===== src/rtl/dsag_pkg.sv =====
package dsag_pkg;

    localparam int LO_W   = 32;
    localparam int HI_W   = 4;
    localparam int ADDR_W = LO_W + HI_W;
    localparam int CNT_W  = 22;
    localparam int BLK_W  = 14;
    localparam int NB_W   = 4;

    typedef enum logic [1:0] {
        MV_INC    = 2'd0,
        MV_DEC    = 2'd1,
        MV_STATIC = 2'd2,
        MV_BURST  = 2'd3
    } move_e;

    typedef enum logic [1:0] {
        ST_IDLE = 2'd0,
        ST_RUN  = 2'd1,
        ST_FIN  = 2'd2
    } state_e;

    typedef struct packed {
        logic [1:0]       size;
        move_e            move;
        logic             strided;
        logic [BLK_W-1:0] blk;
        logic [BLK_W-1:0] stride;
    } cfg_t;

    function automatic logic [NB_W-1:0] nominal_bytes(input logic [1:0] code);
        return NB_W'(1) << code;
    endfunction

    function automatic logic [NB_W-1:0] min_len(input logic [NB_W-1:0] a,
                                                input logic [CNT_W-1:0] b);
        if (CNT_W'(a) > b) return b[NB_W-1:0];
        return a;
    endfunction

endpackage


===== src/rtl/dsag_len.sv =====
module dsag_len
    import dsag_pkg::*;
(
    input  logic [1:0]       size,
    input  logic             strided,
    input  logic [CNT_W-1:0] remain,
    input  logic [BLK_W-1:0] blk_left,
    output logic [NB_W-1:0]  nbytes,
    output logic             blk_end,
    output logic             last
);
    logic [NB_W-1:0] cap_rem;
    logic [NB_W-1:0] cap_blk;

    always_comb begin
        cap_rem = min_len(nominal_bytes(size), remain);
        cap_blk = min_len(cap_rem, CNT_W'(blk_left));
        nbytes  = strided ? cap_blk : cap_rem;
        blk_end = strided && (BLK_W'(nbytes) == blk_left);
        last    = (CNT_W'(nbytes) == remain);
    end
endmodule


===== src/rtl/dsag_ctrl.sv =====
module dsag_ctrl
    import dsag_pkg::*;
(
    input  logic             clk,
    input  logic             rst,
    input  logic             start,
    input  cfg_t             cfg_in,
    input  logic [CNT_W-1:0] count_in,
    input  logic             accept,
    input  logic [NB_W-1:0]  nbytes,
    input  logic             last,
    output logic             load,
    output cfg_t             cfg_q,
    output logic [CNT_W-1:0] remain_q,
    output logic             valid,
    output logic             busy,
    output logic             done
);
    state_e state_q;

    assign load  = start && (state_q == ST_IDLE);
    assign valid = (state_q == ST_RUN);
    assign busy  = (state_q != ST_IDLE);
    assign done  = (state_q == ST_FIN);

    always_ff @(posedge clk) begin
        if (rst) begin
            state_q  <= ST_IDLE;
            remain_q <= '0;
            cfg_q    <= '0;
        end else begin
            case (state_q)
                ST_IDLE: if (load) begin
                    cfg_q    <= cfg_in;
                    remain_q <= count_in;
                    state_q  <= (count_in == '0) ? ST_FIN : ST_RUN;
                end
                ST_RUN: if (accept) begin
                    remain_q <= remain_q - CNT_W'(nbytes);
                    if (last) state_q <= ST_FIN;
                end
                default: state_q <= ST_IDLE;
            endcase
        end
    end

    AST_DONE_ONE_CYCLE: assert property (@(posedge clk) disable iff (rst)
        done |=> !done);
    AST_DONE_AFTER_LAST: assert property (@(posedge clk) disable iff (rst)
        (accept && last) |=> (done && !valid));
    AST_START_IGNORED: assert property (@(posedge clk) disable iff (rst)
        (start && valid) |=> $stable(cfg_q));
endmodule


===== src/rtl/dsag_addr.sv =====
module dsag_addr
    import dsag_pkg::*;
(
    input  logic              clk,
    input  logic              rst,
    input  logic              load,
    input  logic [ADDR_W-1:0] base,
    input  logic [BLK_W-1:0]  blk_in,
    input  cfg_t              cfg_q,
    input  logic              accept,
    input  logic              valid,
    input  logic [NB_W-1:0]   nbytes,
    input  logic              blk_end,
    output logic [ADDR_W-1:0] addr_q,
    output logic [BLK_W-1:0]  blk_left_q
);
    logic [ADDR_W-1:0] step;
    logic [ADDR_W-1:0] addr_nx;

    always_comb begin
        step = ADDR_W'(nbytes);
        if (blk_end) step = step + ADDR_W'(cfg_q.stride);
        case (cfg_q.move)
            MV_DEC:    addr_nx = addr_q - step;
            MV_STATIC: addr_nx = addr_q;
            default:   addr_nx = addr_q + step;
        endcase
    end

    always_ff @(posedge clk) begin
        if (rst) begin
            addr_q     <= '0;
            blk_left_q <= '0;
        end else if (load) begin
            addr_q     <= base;
            blk_left_q <= blk_in;
        end else if (accept) begin
            addr_q     <= addr_nx;
            blk_left_q <= blk_end ? cfg_q.blk : (blk_left_q - BLK_W'(nbytes));
        end
    end

    AST_STATIC_ADDR: assert property (@(posedge clk) disable iff (rst)
        (valid && $past(valid) && cfg_q.move == MV_STATIC) |-> $stable(addr_q));
    AST_INC_STEP: assert property (@(posedge clk) disable iff (rst)
        (valid && $past(accept) && cfg_q.move == MV_INC && !cfg_q.strided)
        |-> (addr_q == $past(addr_q) + ADDR_W'($past(nbytes))));
endmodule


===== src/rtl/dma_stride_agen.sv =====
module dma_stride_agen
    import dsag_pkg::*;
(
    input  logic                  clk,
    input  logic                  rst,
    input  logic                  start,
    input  logic [LO_W-1:0]       addr_lo,
    input  logic [HI_W-1:0]       addr_hi,
    input  logic [1:0]            size_code,
    input  logic [1:0]            move_code,
    input  logic                  stride_en,
    input  logic [BLK_W-1:0]      blk_size,
    input  logic [BLK_W-1:0]      stride,
    input  logic [CNT_W-1:0]      byte_count,
    input  logic                  beat_ready,
    output logic                  beat_valid,
    output logic [ADDR_W-1:0]     beat_addr,
    output logic [NB_W-1:0]       beat_bytes,
    output logic                  beat_burst,
    output logic                  busy,
    output logic                  done
);
    cfg_t             cfg_in;
    cfg_t             cfg_q;
    logic             load;
    logic [CNT_W-1:0] remain_q;
    logic [BLK_W-1:0] blk_left_q;
    logic [NB_W-1:0]  nbytes;
    logic             blk_end;
    logic             last;
    logic             accept;

    always_comb begin
        cfg_in.size    = size_code;
        cfg_in.move    = move_e'(move_code);
        cfg_in.strided = stride_en && (blk_size != '0);
        cfg_in.blk     = blk_size;
        cfg_in.stride  = stride;
    end

    assign accept = beat_valid && beat_ready;

    dsag_ctrl u_ctrl (
        .clk(clk), .rst(rst), .start(start), .cfg_in(cfg_in),
        .count_in(byte_count), .accept(accept), .nbytes(nbytes), .last(last),
        .load(load), .cfg_q(cfg_q), .remain_q(remain_q),
        .valid(beat_valid), .busy(busy), .done(done)
    );

    dsag_len u_len (
        .size(cfg_q.size), .strided(cfg_q.strided), .remain(remain_q),
        .blk_left(blk_left_q), .nbytes(nbytes), .blk_end(blk_end), .last(last)
    );

    dsag_addr u_addr (
        .clk(clk), .rst(rst), .load(load), .base({addr_hi, addr_lo}),
        .blk_in(blk_size), .cfg_q(cfg_q), .accept(accept), .valid(beat_valid),
        .nbytes(nbytes), .blk_end(blk_end), .addr_q(beat_addr),
        .blk_left_q(blk_left_q)
    );

    assign beat_bytes = beat_valid ? nbytes : '0;
    assign beat_burst = beat_valid && (cfg_q.move == MV_BURST);

    AST_HOLD_STABLE: assert property (@(posedge clk) disable iff (rst)
        (beat_valid && !beat_ready) |=>
        (beat_valid && $stable(beat_addr) && $stable(beat_bytes) && $stable(beat_burst)));
    AST_BYTES_RANGE: assert property (@(posedge clk) disable iff (rst)
        beat_valid |-> (beat_bytes != '0 && beat_bytes <= NB_W'(8)));
    AST_BURST_FLAG: assert property (@(posedge clk) disable iff (rst)
        beat_burst |-> beat_valid);
    AST_IDLE_QUIET: assert property (@(posedge clk) disable iff (rst)
        !busy |-> (!beat_valid && !done));
endmodule


===== config.mk =====
export PLATFORM = sky130hd
export DESIGN_NAME = dma_stride_agen
export DESIGN_NICKNAME = d
export VERILOG_FILES = /design/src/rtl/dsag_pkg.sv /design/src/rtl/dsag_len.sv /design/src/rtl/dsag_ctrl.sv /design/src/rtl/dsag_addr.sv /design/src/rtl/dma_stride_agen.sv
export SDC_FILE = /design/constraint.sdc
export NUM_CORES = 1
export LEC_CHECK = 0
export BUFFER_PORTS_ARGS = -buffer_cell sky130_fd_sc_hd__buf_2
export CORE_MARGIN = 4
export CORE_UTILIZATION = 30
export CTS_CLUSTER_DIAMETER = 60
export DETAILED_ROUTE_END_ITERATION = 10
export GPL_ROUTABILITY_DRIVEN = 0
export GPL_TIMING_DRIVEN = 0
export PLACE_DENSITY = 0.44
export SKIP_CTS_REPAIR_TIMING = 1
export SLEW_MARGIN = 20
export SYNTH_ARGS = -nofsm -noshare
export SYNTH_HDL_FRONTEND = slang
export SYNTH_SLANG_ARGS = --single-unit
export TNS_END_PERCENT = 10

===== constraint.sdc =====
create_clock -name clk -period 20.4 [get_ports clk]
set_clock_uncertainty 0.15 [all_clocks]
set_input_delay 2.04 -clock clk [delete_from_list [all_inputs] [get_ports clk]]
set_output_delay 2.04 -clock clk [all_outputs]
set_load 0.02 [all_outputs]

==> out/results.ini <==
[outcome]
status=complete, no violations

[logic_synthesis]
synth_cell_type_count=74
ys.flop_type=dfxtp_1
synth_largest_area_cell=dfxtp_1
yosys_warnings=0
synth_cells=1137
synthTopCellsByArea=dfxtp_1 (26%), ha_1 (8.6%), nand2_1 (8.1%)
syn_area_um2=8290
ys_ff_latch=107
ys_seq_area_share_pct=25.8
syn-num-nets=1293
yosys.cell_count.top_type=nand2_1
async_flop_share_pct=0
yosys.area.top_type_share_pct=25.8
synth_edf_count=0
synthTopCellsByCount=nand2_1 (178), nor2_1 (138), a21oi_1 (113)
syn_area_per_cell_um2=7.29

[final_layout]
stdcell_area_um2=9720
n_antenna_cell=0
areaGrowthSynthToFinish_pct=17.3
final_core_util_pct=35.9
fin_nets=1441
drive_gt1_share_pct=14.0

[floorplanning]
die_height_um=174
die_w_um=174
ioPinCount=139
start_util_pct=30.6
row_count=60
core-area_um2=27100
die_area_um2=30300

[critical_path]
cp.depth=38
path_delay_family=compound AO/OA/AOI/OAI gates
path_max_fanout=10
cp.arrival_ns=10.34
slowest_delay_ns=0.58
r2r-end=u_addr.addr_q[35]
worstRegToRegCells=38
r2r_start=u_ctrl.remain_q[12]
endpoint=u_addr.addr_q[35]
r2r_setup_slack_ns=10.15
cp-end-kind=register
critPathMostFrequentCell=ha_1
critPathLaunchType=register
path_buf_inv=4
required_ns=20.49
startpoint=u_ctrl.remain_q[12]
crit_type=register to register
cp_slowest_cell=clkbuf_1

[route]
firstDrtPassIters=5
ant_nets=0
drc=0
via_per_inst=5.25
wl_per_cell_um=19.1
wl_um=31700
routed-via-count=8729
drt_iter0_markers=523

[sta]
slew_violations=0
fmax_mhz=97.5
setup_viol=0
rsz0062_at_grt=false
setup_ws_ns=10.15
layout_min_cycle_time_ns=10.25
timing.final.crit_share_pct=50.3
tightest_slew_ns=0.901
hold_violations=0
setup-tns-final_ns=0
slew_headroom_pct=39.4

[pwr]
power_density_nw_per_um2=89.4
ir_worst_vdd_v=0.0000415
p_leak_nw=4.12

[placed_design]
placed_cell_area_um2=9440
dpl.hpwl_um=24800
place_ws_ns=10.21
portBuffers=137

[global_route]
grt_overflow=0
grt.total_usage_pct=20.4
grt_pass1_wl_um=48800
grt_max_degree=20
antenna_found_initial=0
grt_pass1_vias=8344

[cts]
ctsRootBufferMaster=clkbuf_16
clkSinkCount=107
insertion_delay_ns=0.37
clk_pin_slew_ns=0.09
h-tree-depth=3
clk_path_buf_depth=2
numCtsBuffers=9
cts_tree=built

[hold_path]
hp-class=register to register

[run]
maxCapViolCount=0

## worst register-to-register path: cells and delay by family, from the launching register on
kind	cells	cell delay, ns
buffers and inverters	4	1.39
AOI/OAI and AO/OA	15	3.75
adders and majority gates	5	1.63
DFF	1	0.35
xor gates and xnor gates	1	0.21
and+or+nand+nor	12	2.42
muxes	1	0.20
## layer usage
metal  share of wire (%)  GRT usage, %  vias up
li1                    -             -     4419
met1                  49          29.9     4064
met2                  44          31.8      218
met3                 4.8          2.81       28
met4                 1.5          4.85        0
met5                   0             0        -
## sequential cells by signal, summed over array words and instances (netlist names)
register / count
u_ctrl.state_q: 2
u_addr.addr_q: 36
u_ctrl.remain_q: 22
u_addr.blk_left_q: 14
u_ctrl.cfg_q: 33
## cell usage in the layout, fill, tap and decap left out, types with 19 or more instances in the layout
cell / synthesis / final
o21ai_0: 53 / 53
xnor2_1: 41 / 41
nand2_1: 178 / 178
a21o_1: 23 / 23
o211ai_1: 19 / 19
clkbuf_1: 52 / 52
nor2_1: 138 / 138
a211oi_1: 26 / 26
a21oi_1: 113 / 113
inv_1: 38 / 38
buf_2: 2 / 139
ha_1: 57 / 57
a311oi_1: 30 / 30
dfxtp_1: 107 / 107
xor2_1: 21 / 21
## report_power, final
group / leakage, nW / switching, mW / total [mW] / internal [mW]
registers: 0.883 / 0.0299 / 0.266 / 0.236
logic: 3.10 / 0.257 / 0.423 / 0.166
clock network: 0.135 / 0.0949 / 0.180 / 0.0853
total: 4.12 / 0.382 / 0.869 / 0.487
## worst min-delay path by stage
| stage | startpoint | to | slack (ns) | cells after the start |
|---|---|---|---|---|
| floorplan | u_ctrl.cfg_q[28] | u_ctrl.cfg_q[28] | 0.28 | 2 |
| global placement | u_ctrl.cfg_q[28] | u_ctrl.cfg_q[28] | 0.29 | 2 |
| detailed placement | u_ctrl.cfg_q[28] | u_ctrl.cfg_q[28] | 0.29 | 2 |
| CTS | u_ctrl.cfg_q[28] | u_ctrl.cfg_q[28] | 0.30 | 2 |
| global route | u_ctrl.cfg_q[14] | u_ctrl.cfg_q[14] | 0.33 | 2 |
| finish | u_ctrl.cfg_q[28] | u_ctrl.cfg_q[28] | 0.30 | 2 |
## cell type report
class	count	area, µm²
Multi-Input combinational cell	929	5760
Clock inverter	7	57.6
Timing Repair Buffer	137	686
Tap cell	372	465
Sequential cell	107	2140
Inverter	40	150
Fill cell	2946	17400
Buffer	61	231
Clock buffer	9	225
## stage by stage
step	power, mW	hold slack (ns)	cells
after CTS	0.875	0.303	1662
after global placement	0.692	0.288	1646
after detailed placement	0.691	0.292	1646
after floorplan	0.569	0.277	1137
after global routing	0.935	0.330	1662
final	0.869	0.301	1662
## cells by family after synthesis
logic type	synth area share, %
compound gates	29.4
xor+xnor	6.75
fa+ha+maj	9.57
buf+inv	4.60
flops	25.8
mux	0.543
simple gates	23.3
Note: power is estimated with default switching activity, not from simulation.
